--- src/rtl/acc_cpu_pkg.sv ---
package acc_cpu_pkg;

  localparam logic [3:0] OPC_HALT  = 4'h0;
  localparam logic [3:0] OPC_ADD   = 4'h1;
  localparam logic [3:0] OPC_LOAD  = 4'h2;
  localparam logic [3:0] OPC_STORE = 4'h3;
  localparam logic [3:0] OPC_SUB   = 4'h4;
  localparam logic [3:0] OPC_JZ    = 4'h5;
  localparam logic [3:0] OPC_JMP   = 4'h6;

  typedef enum logic [2:0] {
    ST_BOOT,
    ST_FETCH,
    ST_DECODE,
    ST_EXEC,
    ST_HALT
  } cpu_state_e;

  typedef enum logic [1:0] {
    ALU_PASS,
    ALU_ADD,
    ALU_SUB
  } alu_op_e;

  typedef struct packed {
    logic    acc_we;
    alu_op_e alu_op;
    logic    mem_we;
    logic    jmp;
    logic    jz;
    logic    halt;
  } ctrl_t;

endpackage

--- src/rtl/acc_cpu_decode.sv ---
module acc_cpu_decode
  import acc_cpu_pkg::*;
#(
  parameter int unsigned OPC_W = 4
) (
  input  logic [OPC_W-1:0] opc_i,
  output ctrl_t            ctrl_o
);

  always_comb begin
    ctrl_o        = '0;
    ctrl_o.alu_op = ALU_PASS;
    unique case (opc_i)
      OPC_LOAD: ctrl_o.acc_we = 1'b1;
      OPC_ADD: begin
        ctrl_o.acc_we = 1'b1;
        ctrl_o.alu_op = ALU_ADD;
      end
      OPC_SUB: begin
        ctrl_o.acc_we = 1'b1;
        ctrl_o.alu_op = ALU_SUB;
      end
      OPC_STORE: ctrl_o.mem_we = 1'b1;
      OPC_JZ:    ctrl_o.jz     = 1'b1;
      OPC_JMP:   ctrl_o.jmp    = 1'b1;
      default:   ctrl_o.halt   = 1'b1; // halt and every unknown code
    endcase
  end

endmodule

--- src/rtl/acc_cpu_alu.sv ---
module acc_cpu_alu
  import acc_cpu_pkg::*;
#(
  parameter int unsigned DW = 16
) (
  input  alu_op_e       op_i,
  input  logic [DW-1:0] acc_i,
  input  logic [DW-1:0] opnd_i,
  output logic [DW-1:0] res_o,
  output logic          zero_o
);

  always_comb begin
    unique case (op_i)
      ALU_ADD: res_o = acc_i + opnd_i;
      ALU_SUB: res_o = acc_i - opnd_i;
      default: res_o = opnd_i;
    endcase
  end

  assign zero_o = (res_o == '0);

endmodule

--- src/rtl/acc_cpu_seq.sv ---
module acc_cpu_seq
  import acc_cpu_pkg::*;
#(
  parameter int unsigned DW = 16,
  parameter int unsigned AW = 12,
  localparam int unsigned OPC_W = DW - AW
) (
  input  logic             clk_i,
  input  logic             rst_ni,
  input  logic [AW-1:0]    start_addr_i,
  input  logic [DW-1:0]    instr_i,
  input  logic             halt_i,
  input  logic             take_jump_i,
  output cpu_state_e       state_o,
  output logic [AW-1:0]    pc_o,
  output logic [OPC_W-1:0] ir_opc_o,
  output logic [AW-1:0]    ir_addr_o
);

  cpu_state_e state_q, state_d;
  logic [AW-1:0] pc_q, pc_d;
  logic [DW-1:0] ir_q;

  always_comb begin
    state_d = state_q;
    pc_d    = pc_q;
    unique case (state_q)
      ST_BOOT: begin
        pc_d    = start_addr_i;
        state_d = ST_FETCH;
      end
      ST_FETCH:  state_d = ST_DECODE;
      ST_DECODE: state_d = ST_EXEC;
      ST_EXEC: begin
        if (halt_i) begin
          state_d = ST_HALT;
        end else begin
          state_d = ST_FETCH;
          pc_d    = take_jump_i ? ir_q[AW-1:0] : pc_q + AW'(1);
        end
      end
      default: state_d = ST_HALT;
    endcase
  end

  always_ff @(posedge clk_i or negedge rst_ni) begin
    if (!rst_ni) begin
      state_q <= ST_BOOT;
      pc_q    <= '0;
      ir_q    <= '0;
    end else begin
      state_q <= state_d;
      pc_q    <= pc_d;
      if (state_q == ST_DECODE) ir_q <= instr_i;
    end
  end

  assign state_o   = state_q;
  assign pc_o      = pc_q;
  assign ir_opc_o  = ir_q[DW-1:AW];
  assign ir_addr_o = ir_q[AW-1:0];

endmodule

--- src/rtl/acc_cpu.sv ---
module acc_cpu
  import acc_cpu_pkg::*;
#(
  parameter int unsigned DW = 16,
  parameter int unsigned AW = 12
) (
  input  logic          clk_i,
  input  logic          rst_ni,
  input  logic [AW-1:0] start_addr_i,
  output logic [AW-1:0] mem_addr_o,
  output logic [DW-1:0] mem_wdata_o,
  output logic          mem_we_o,
  input  logic [DW-1:0] mem_rdata_i,
  output logic          halted_o
);

  localparam int unsigned OPC_W = DW - AW;

  cpu_state_e       state;
  logic [AW-1:0]    pc;
  logic [OPC_W-1:0] ir_opc;
  logic [AW-1:0]    ir_addr;
  ctrl_t            ctrl;
  logic [DW-1:0]    acc_q, alu_res;
  logic             zero_q, alu_zero;
  logic             in_exec, take_jump;

  assign in_exec   = (state == ST_EXEC);
  assign take_jump = ctrl.jmp | (ctrl.jz & zero_q);

  acc_cpu_seq #(.DW(DW), .AW(AW)) u_seq (
    .clk_i       (clk_i),
    .rst_ni      (rst_ni),
    .start_addr_i(start_addr_i),
    .instr_i     (mem_rdata_i),
    .halt_i      (ctrl.halt),
    .take_jump_i (take_jump),
    .state_o     (state),
    .pc_o        (pc),
    .ir_opc_o    (ir_opc),
    .ir_addr_o   (ir_addr)
  );

  acc_cpu_decode #(.OPC_W(OPC_W)) u_dec (
    .opc_i (ir_opc),
    .ctrl_o(ctrl)
  );

  acc_cpu_alu #(.DW(DW)) u_alu (
    .op_i  (ctrl.alu_op),
    .acc_i (acc_q),
    .opnd_i(mem_rdata_i),
    .res_o (alu_res),
    .zero_o(alu_zero)
  );

  always_ff @(posedge clk_i or negedge rst_ni) begin
    if (!rst_ni) begin
      acc_q  <= '0;
      zero_q <= 1'b0;
    end else if (in_exec && ctrl.acc_we) begin
      acc_q  <= alu_res;
      zero_q <= alu_zero;
    end
  end

  // decode cycle issues the operand read straight from the fetched word
  always_comb begin
    unique case (state)
      ST_FETCH:  mem_addr_o = pc;
      ST_DECODE: mem_addr_o = mem_rdata_i[AW-1:0];
      ST_EXEC:   mem_addr_o = ir_addr;
      default:   mem_addr_o = pc;
    endcase
  end

  assign mem_wdata_o = acc_q;
  assign mem_we_o    = in_exec & ctrl.mem_we;
  assign halted_o    = (state == ST_HALT);

endmodule

--- config.mk ---
export PLATFORM = sky130hd
export DESIGN_NAME = acc_cpu
export DESIGN_NICKNAME = d
export VERILOG_FILES = /design/src/rtl/acc_cpu_pkg.sv /design/src/rtl/acc_cpu_decode.sv /design/src/rtl/acc_cpu_alu.sv /design/src/rtl/acc_cpu_seq.sv /design/src/rtl/acc_cpu.sv
export SDC_FILE = /design/constraint.sdc
export NUM_CORES = 1
export LEC_CHECK = 0
export ABC_AREA = 1
export BUFFER_PORTS_ARGS = -buffer_cell sky130_fd_sc_hd__buf_2
export CAP_MARGIN = 20
export CORE_MARGIN = 1
export CORE_UTILIZATION = 53
export CTS_CLUSTER_DIAMETER = 200
export DETAILED_ROUTE_END_ITERATION = 12
export MAX_ROUTING_LAYER = met4
export PLACE_DENSITY = 0.79
export SLEW_MARGIN = 20
export SYNTH_ARGS = -nofsm -noshare
export SYNTH_HDL_FRONTEND = slang
export SYNTH_SLANG_ARGS = --single-unit
export TNS_END_PERCENT = 30
--- constraint.sdc ---
create_clock -name clk_i -period 2.6 [get_ports clk_i]
set_input_delay 0.52 -clock clk_i [delete_from_list [all_inputs] [get_ports clk_i]]
set_output_delay 0.52 -clock clk_i [all_outputs]
set_load 0.005 [all_outputs]
# [Word-level counts from Yosys, hierarchy flattened]
# Index checks and enable logic that the tools add are counted.
[word_totals] regBits=48 in_bits=30 word_cells=43
[classes] addsub=3 eq_ne=13 n_mux=12 bitwise_logic=3 n_reduce_logical=7
[op_table] cell="12-bit case mux with 2 select lines" n=2
[op_table] cell="16-bit case mux with 2 select lines" n=1
[op_table] cell="12-bit 2-to-1 mux" n=2
[op_table] cell="16-bit adder" n=1
[op_table] cell="16-bit zero test" n=1
[op_table] cell="16-bit subtractor" n=1
[op_table] cell="12-bit by 1-bit adder with 12-bit output, second input constant" n=1
[op_table] cell="4-bit by 3-bit equality test with 1-bit output, second input constant" n=3
[op_table] cell="3-bit case mux with 4 select lines" n=1
[op_table] cell="4-bit by 2-bit equality test with 1-bit output, second input constant" n=2
[op_table] cell="3-bit by 2-bit equality test with 1-bit output, second input constant" n=2
[op_table] cell="6-bit OR reduction" n=1
[op_table] cell="4-bit by 1-bit equality test with 1-bit output, second input constant" n=1
[op_table] cell="1-bit 2-to-1 mux" n=4
[op_table] cell="2-bit case mux with 2 select lines" n=1
[op_table] cell="3-bit by 1-bit equality test with 1-bit output, second input constant" n=1
[op_table] cell="3-bit equality test, second input constant" n=1
[op_table] cell="3-bit zero test" n=1
[op_table] cell="3-bit 2-to-1 mux" n=1
[op_table] cell="3-bit OR reduction" n=1
[op_table] cell="1-bit AND" n=2
[op_table] cell="2-bit by 1-bit equality test with 1-bit output, second input constant" n=1
[op_table] cell="2-bit equality test, second input constant" n=1
[op_table] cell="2-bit != test, second input constant" n=1
[op_table] cell="other kinds (4)" n=4

# [Longest topological paths before layout]
[depth] word_depth=7 depth_mapped=24 depth_no_buf=24

# [Hierarchy]
# Synthesis repeated with hierarchy kept, for this count alone.
[unflattened] hier_cells=676 area_unflattened_um2=4405.5
[by_module_without_submodules] mod="acc_cpu_seq" instances=1 cells_per_inst=200 area_per_inst_um2=1659.1 seq_area_each_um2=775.7
[by_module_without_submodules] mod="acc_cpu_alu" instances=1 cells_per_inst=316 area_per_inst_um2=1605.3 seq_area_each_um2=0.0
[by_module_without_submodules] mod="acc_cpu" instances=1 cells_per_inst=138 area_per_inst_um2=1051.0 seq_area_each_um2=425.4
[by_module_without_submodules] mod="acc_cpu_decode" instances=1 cells_per_inst=22 area_per_inst_um2=90.1 seq_area_each_um2=0.0

# [Worst setup path after synthesis]
# No wires, ideal clock.
[synth_path] path_type="register -> register" startpoint="register u_seq.ir_q[15]" endpoint="register zero_q" setup_time_ns=0.075 arrival_time_ns=2.704 required_time_ns=2.525 slack_ns=-0.180 path_stages_with_launch=21 path_buffers=0 period_less_slack_ns=2.780 path_cell_list="dfrtp_1 nor2_1 nand2_1 ha_1 inv_1 nand2_1 o21ai_0 xor2_1 inv_1 ha_1 nand2_1 nor2_1 and2_1 nand2_1 nand2_1 nand2_1 nand3_2 nand2_1 nor2_1 nand3_1 o21bai_2"
[synth_between] elab_chain_len=5 word_cells_on_any_way=11 classes_between="eq/ne: 5; mux: 3; reduce/logical: 3"
[synth_lines] element="start: declaration" line_no="acc_cpu_seq.sv:22" source="logic [DW-1:0] ir_q;"
[synth_lines] element="start signal: assignment" line_no="acc_cpu_seq.sv:54" source="if (state_q == ST_DECODE) ir_q <= instr_i;"
[synth_lines] element="4-bit by 3-bit equality test with 1-bit output / 4-bit by 1-bit equality test with 1-bit output (equally long branches)" line_no="acc_cpu_decode.sv:13" source="unique case (opc_i)"
[synth_lines] element="2-bit case mux with 2 select lines" line_no="acc_cpu_decode.sv:13"
[synth_lines] element="2-bit equality test / 2-bit by 1-bit equality test with 1-bit output (equally long branches)" line_no="acc_cpu_alu.sv:14" source="unique case (op_i)"
[synth_lines] element="16-bit case mux with 2 select lines" line_no="acc_cpu_alu.sv:14"
[synth_lines] element="16-bit zero test" line_no="acc_cpu_alu.sv:21" source="assign zero_o = (res_o == '0);"
[synth_lines] element="end signal: assignment" line_no="acc_cpu.sv:63" source="zero_q <= alu_zero;"
[synth_lines] element="end: declaration" line_no="acc_cpu.sv:25" source="logic zero_q, alu_zero;"
# Parallel ways exist; a longest one is shown, timed or not.
# A chain may end at the register's enable or synchronous reset.

# [Worst setup path in the final report]
[layout_path] startpoint="register u_seq.ir_q[12]" endpoint="register zero_q"
# Same word-level chain as after synthesis.

==> impl_metrics.ini <==
[sta]
worst_pin_slew_ps = 573
worst_slew_margin_rel_pct = 61.8
final_period_minus_worst_setup_slack_ps = 2990
final-setup-viol-count = 10
fmax_mhz = 334
hold-worst-slack_ps = 182
report.final.slew_viol_count = 0
setup_ws_ps = -390
worst_clock_skew_ps = 5.08
final_min_period_over_clock_period_pct = 115
setup_repair_after_global_routing_missed_its_margin = yes
number_of_hold_violations_in_the_final_report = 0

[outcome]
failing_checks = setup timing
outcome = finished with violations

[worst_setup_path]
crit_slowest_cell = sky130_fd_sc_hd__dfrtp_1
worstPathMaxFanout = 5
worstPathCellList = inv_2 > nor2_4 > nand2_2 > ha_4 > buf_4 > o21ai_2 > xor2_1 > inv_2 > ha_4 > nand2_1 > nand2_1 > inv_1 > nand2_2 > a21oi_4 > nand3_2 > nand3_2 > nand2_2 > nor2_2 > nand3_2 > o21bai_2
timing.critical_path.arrival_ps = 3240
critical-path-max-stage-delay_ps = 440
criticalPathCategory = reg2reg
setup.worst_path.end_class = flip-flop
cp_data_required_time_ps = 2850
worstSetupStartpointType = flip-flop

[die]
initial_utilization_pct = 55.7
boundaryPins = 60
die-width_um = 89.8
die_h_um = 89.8
std_cell_rows = 31
core_mm2 = 0.00733
die_area_mm2 = 0.00806

[power]
p_leak_nw = 2.87
share_comb_of_total_power_pct = 70.0
swShare_pct = 48.7
post-layout-total-power_mw = 6.74
total_switching_power_mw = 3.29
clock_power_share_pct = 9.9
cell_internal_pwr_mw = 3.46
cellPowerDensity_mw_per_mm2 = 1170
pwr-share-seq_pct = 20.1
vdd_ir_drop_max_v = 0.000708

[drt]
detailedRoute.firstPassIterationCount = 5
drc = 0
route.vias.total = 4913
postRouteWirelength_um = 14200
route.antenna.remaining_nets = 0
drt_iter0_markers = 364
via_per_inst = 5.82
routed_wire_length_per_instance_um = 16.8

[flow_run]
maxCapViolCount = 0

[synthesis]
largest_cells_by_area_after_synthesis = sky130_fd_sc_hd__dfrtp_1, sky130_fd_sc_hd__nand2_1, sky130_fd_sc_hd__inv_1, sky130_fd_sc_hd__ha_1, sky130_fd_sc_hd__o21ai_0
post_synthesis_instance_total = 612
synth_nets = 662
syn_avg_cell_area_um2 = 6.67
yosysSeqAreaShare_pct = 29.4
synth_area_leader_cell = sky130_fd_sc_hd__dfrtp_1
yosysWarnings = 0
post_synth_instance_area_mm2 = 0.00408
number_of_register_bits_inferred_by_synthesis = 48
synthDistinctLibCells = 45
post-synth-top-area-fraction_pct = 29.4

[placement]
gpl.final_weighted_congestion = 1.03
numPlacedInstances = 823
portBuffers = 59
post-dp-hpwl_um = 9170
detailed_place.area_mm2 = 0.00499

[worst_hold_path]
hp-class = in2async

[final_layout]
antenna_cells = 0
layout.cells.non_filler = 844
final_area_mm2 = 0.00578
layout-area-overhead-vs-synth_pct = 41.6
nets_final = 795
drive_above_1_share_pct = 38.5

[clocking]
clkTransAtPathRegs_ps = 100
tritoncts = yes
clock_sink_count = 48
number_of_h_tree_levels = 2
clock_tree.root_cell = sky130_fd_sc_hd__clkbuf_8
tritoncts.num_buffers = 5
clk_latency_ps = 320
number_of_buffers_between_clock_root_and_the_deepest_sink = 2

[global_routing]
grt.overflow.total = 0
grt_pass1_vias = 4529
groute.usage.overall_pct = 33.2
grt_first_pass_wirelength_um = 21100
antenna_found_initial = 0
pin_count_of_the_biggest_net_entering_global_routing = 33
cells by family (layout without fill, tap and decap cells):
logic type | Yosys count | after routing | synth area share [%]
flops | 48 | 48 | 29.4
compound gates | 121 | 121 | 17.9
fa+ha+maj | 20 | 20 | 6.31
buf+inv | 123 | 256 | 12.5
simple gates | 283 | 283 | 30.2
xor+xnor | 17 | 17 | 3.65
stage by stage:
stage	TNS [ps]	utilization (%)	worst slack [ps]
after global placement	-2620	68.1	-524
after CTS	-772	73.5	-212
after global routing	-3650	78.9	-502
after floorplan	-64.7	-	-64.7
final	-2070	78.9	-390
after detailed placement	-3510	68.1	-545
worst paths after layout:
kind / from / to / slack [ps] / depth (start not counted)
min in group clk_i: mem_rdata_i[15] / u_seq.ir_q[15] / 460 / 3
hold / removal: rst_ni / u_seq.pc_o[1] / 180 / 1
max in group asynchronous: rst_ni / u_seq.ir_q[13] / 1840 / 2
setup reg to reg: u_seq.ir_q[12] / zero_q / -390 / 20
setup / recovery: u_seq.ir_q[12] / zero_q / -390 / 20
hold reg to reg: u_seq.state_o[0] / u_seq.state_o[0] / 540 / 1
layout make-up:
cell class                      count  area [um2]
Timing Repair Buffer              142         950
Inverter                          107         423
Fill cell                         467        1550
Sequential cell                    48        1200
Clock buffer                        5        68.8
Clock inverter                      2        60.1
Multi-Input combinational cell    441        2960
Tap cell                           99         124
what timing repair did:
action | in CTS | in global routing
pin swaps | 27 | 51
endpoints found under the setup margin | 12 | 14
resized for setup | 56 | 89
setup buffers | 7 | 7
hold buffers | 0 | 0
layer usage:
metal / track usage, % / vias up / share of wire (%)
li1: - / 2272 / -
met1: 41.2 / 2265 / 39
met2: 54.6 / 306 / 48
met3: 4.74 / 70 / 8.5
met4: 13.1 / 0 / 4.2
met5: - / - / 0
power groups by stage:
| stage | combinational [mW] | clock [mW] | sequential, mW |
|---|---|---|---|
| after global placement | 3.38 | 0 | 1.30 |
| final | 4.72 | 0.667 | 1.35 |
| after floorplan | 2.24 | 0 | 1.26 |
| after detailed placement | 3.48 | 0 | 1.32 |
| after CTS | 3.87 | 0.661 | 1.32 |
| after global routing | 5.09 | 0.691 | 1.39 |
synth_stat cells, drive strengths merged:
library cell,n
nor3,3
or2,1
a22oi,6
o221ai,13
o31ai,3
dfrtp,48
xnor2,2
and2,3
nand4,9
o21ai,55
o211ai,5
a221oi,2
clkinv,1
inv,106
nor3b,1
xor2,15
nor4,1
o21bai,1
a211oi,1
buf,10
ha,19
a21oi,23
a31oi,8
o21a,1
clkbuf,6
nand3,49
nand2,167
o22ai,3
nor2,47
nand3b,2
fa,1
cells in the final DEF, fill, tap and decap left out, types with 6 or more instances in the layout:
| cell | count |
|---|---|
| sky130_fd_sc_hd__a21oi_1 | 19 |
| sky130_fd_sc_hd__a31oi_1 | 7 |
| sky130_fd_sc_hd__buf_2 | 59 |
| sky130_fd_sc_hd__buf_4 | 77 |
| sky130_fd_sc_hd__dfrtp_1 | 47 |
| sky130_fd_sc_hd__ha_1 | 6 |
| sky130_fd_sc_hd__ha_4 | 13 |
| sky130_fd_sc_hd__inv_1 | 89 |
| sky130_fd_sc_hd__inv_2 | 14 |
| sky130_fd_sc_hd__nand2_1 | 128 |
| sky130_fd_sc_hd__nand2_2 | 30 |
| sky130_fd_sc_hd__nand2_4 | 9 |
| sky130_fd_sc_hd__nand3_1 | 33 |
| sky130_fd_sc_hd__nand3_2 | 16 |
| sky130_fd_sc_hd__nand4_1 | 9 |
| sky130_fd_sc_hd__nor2_1 | 25 |
| sky130_fd_sc_hd__nor2_2 | 12 |
| sky130_fd_sc_hd__nor2_4 | 10 |
| sky130_fd_sc_hd__o21ai_0 | 33 |
| sky130_fd_sc_hd__o21ai_1 | 11 |
| sky130_fd_sc_hd__o21ai_2 | 10 |
| sky130_fd_sc_hd__o221ai_1 | 13 |
| sky130_fd_sc_hd__xor2_1 | 13 |
worst max-delay path: cells and delay by family (launching register included):
| family | cells | cell delay [ps] |
|---|---|---|
| DFF | 1 | 440 |
| AOI/OAI and AO/OA | 3 | 460 |
| and+or+nand+nor | 10 | 940 |
| buffers and inverters | 4 | 400 |
| xor gates and xnor gates | 1 | 200 |
| adders and majority gates | 2 | 480 |
sequential cells by signal, indices dropped and copies added (netlist names):
name and cells:
u_seq.pc_o 12, zero_q 1, u_seq.state_o 3, mem_wdata_o 16, u_seq.ir_q 16
(Power assumes the default switching activity.)
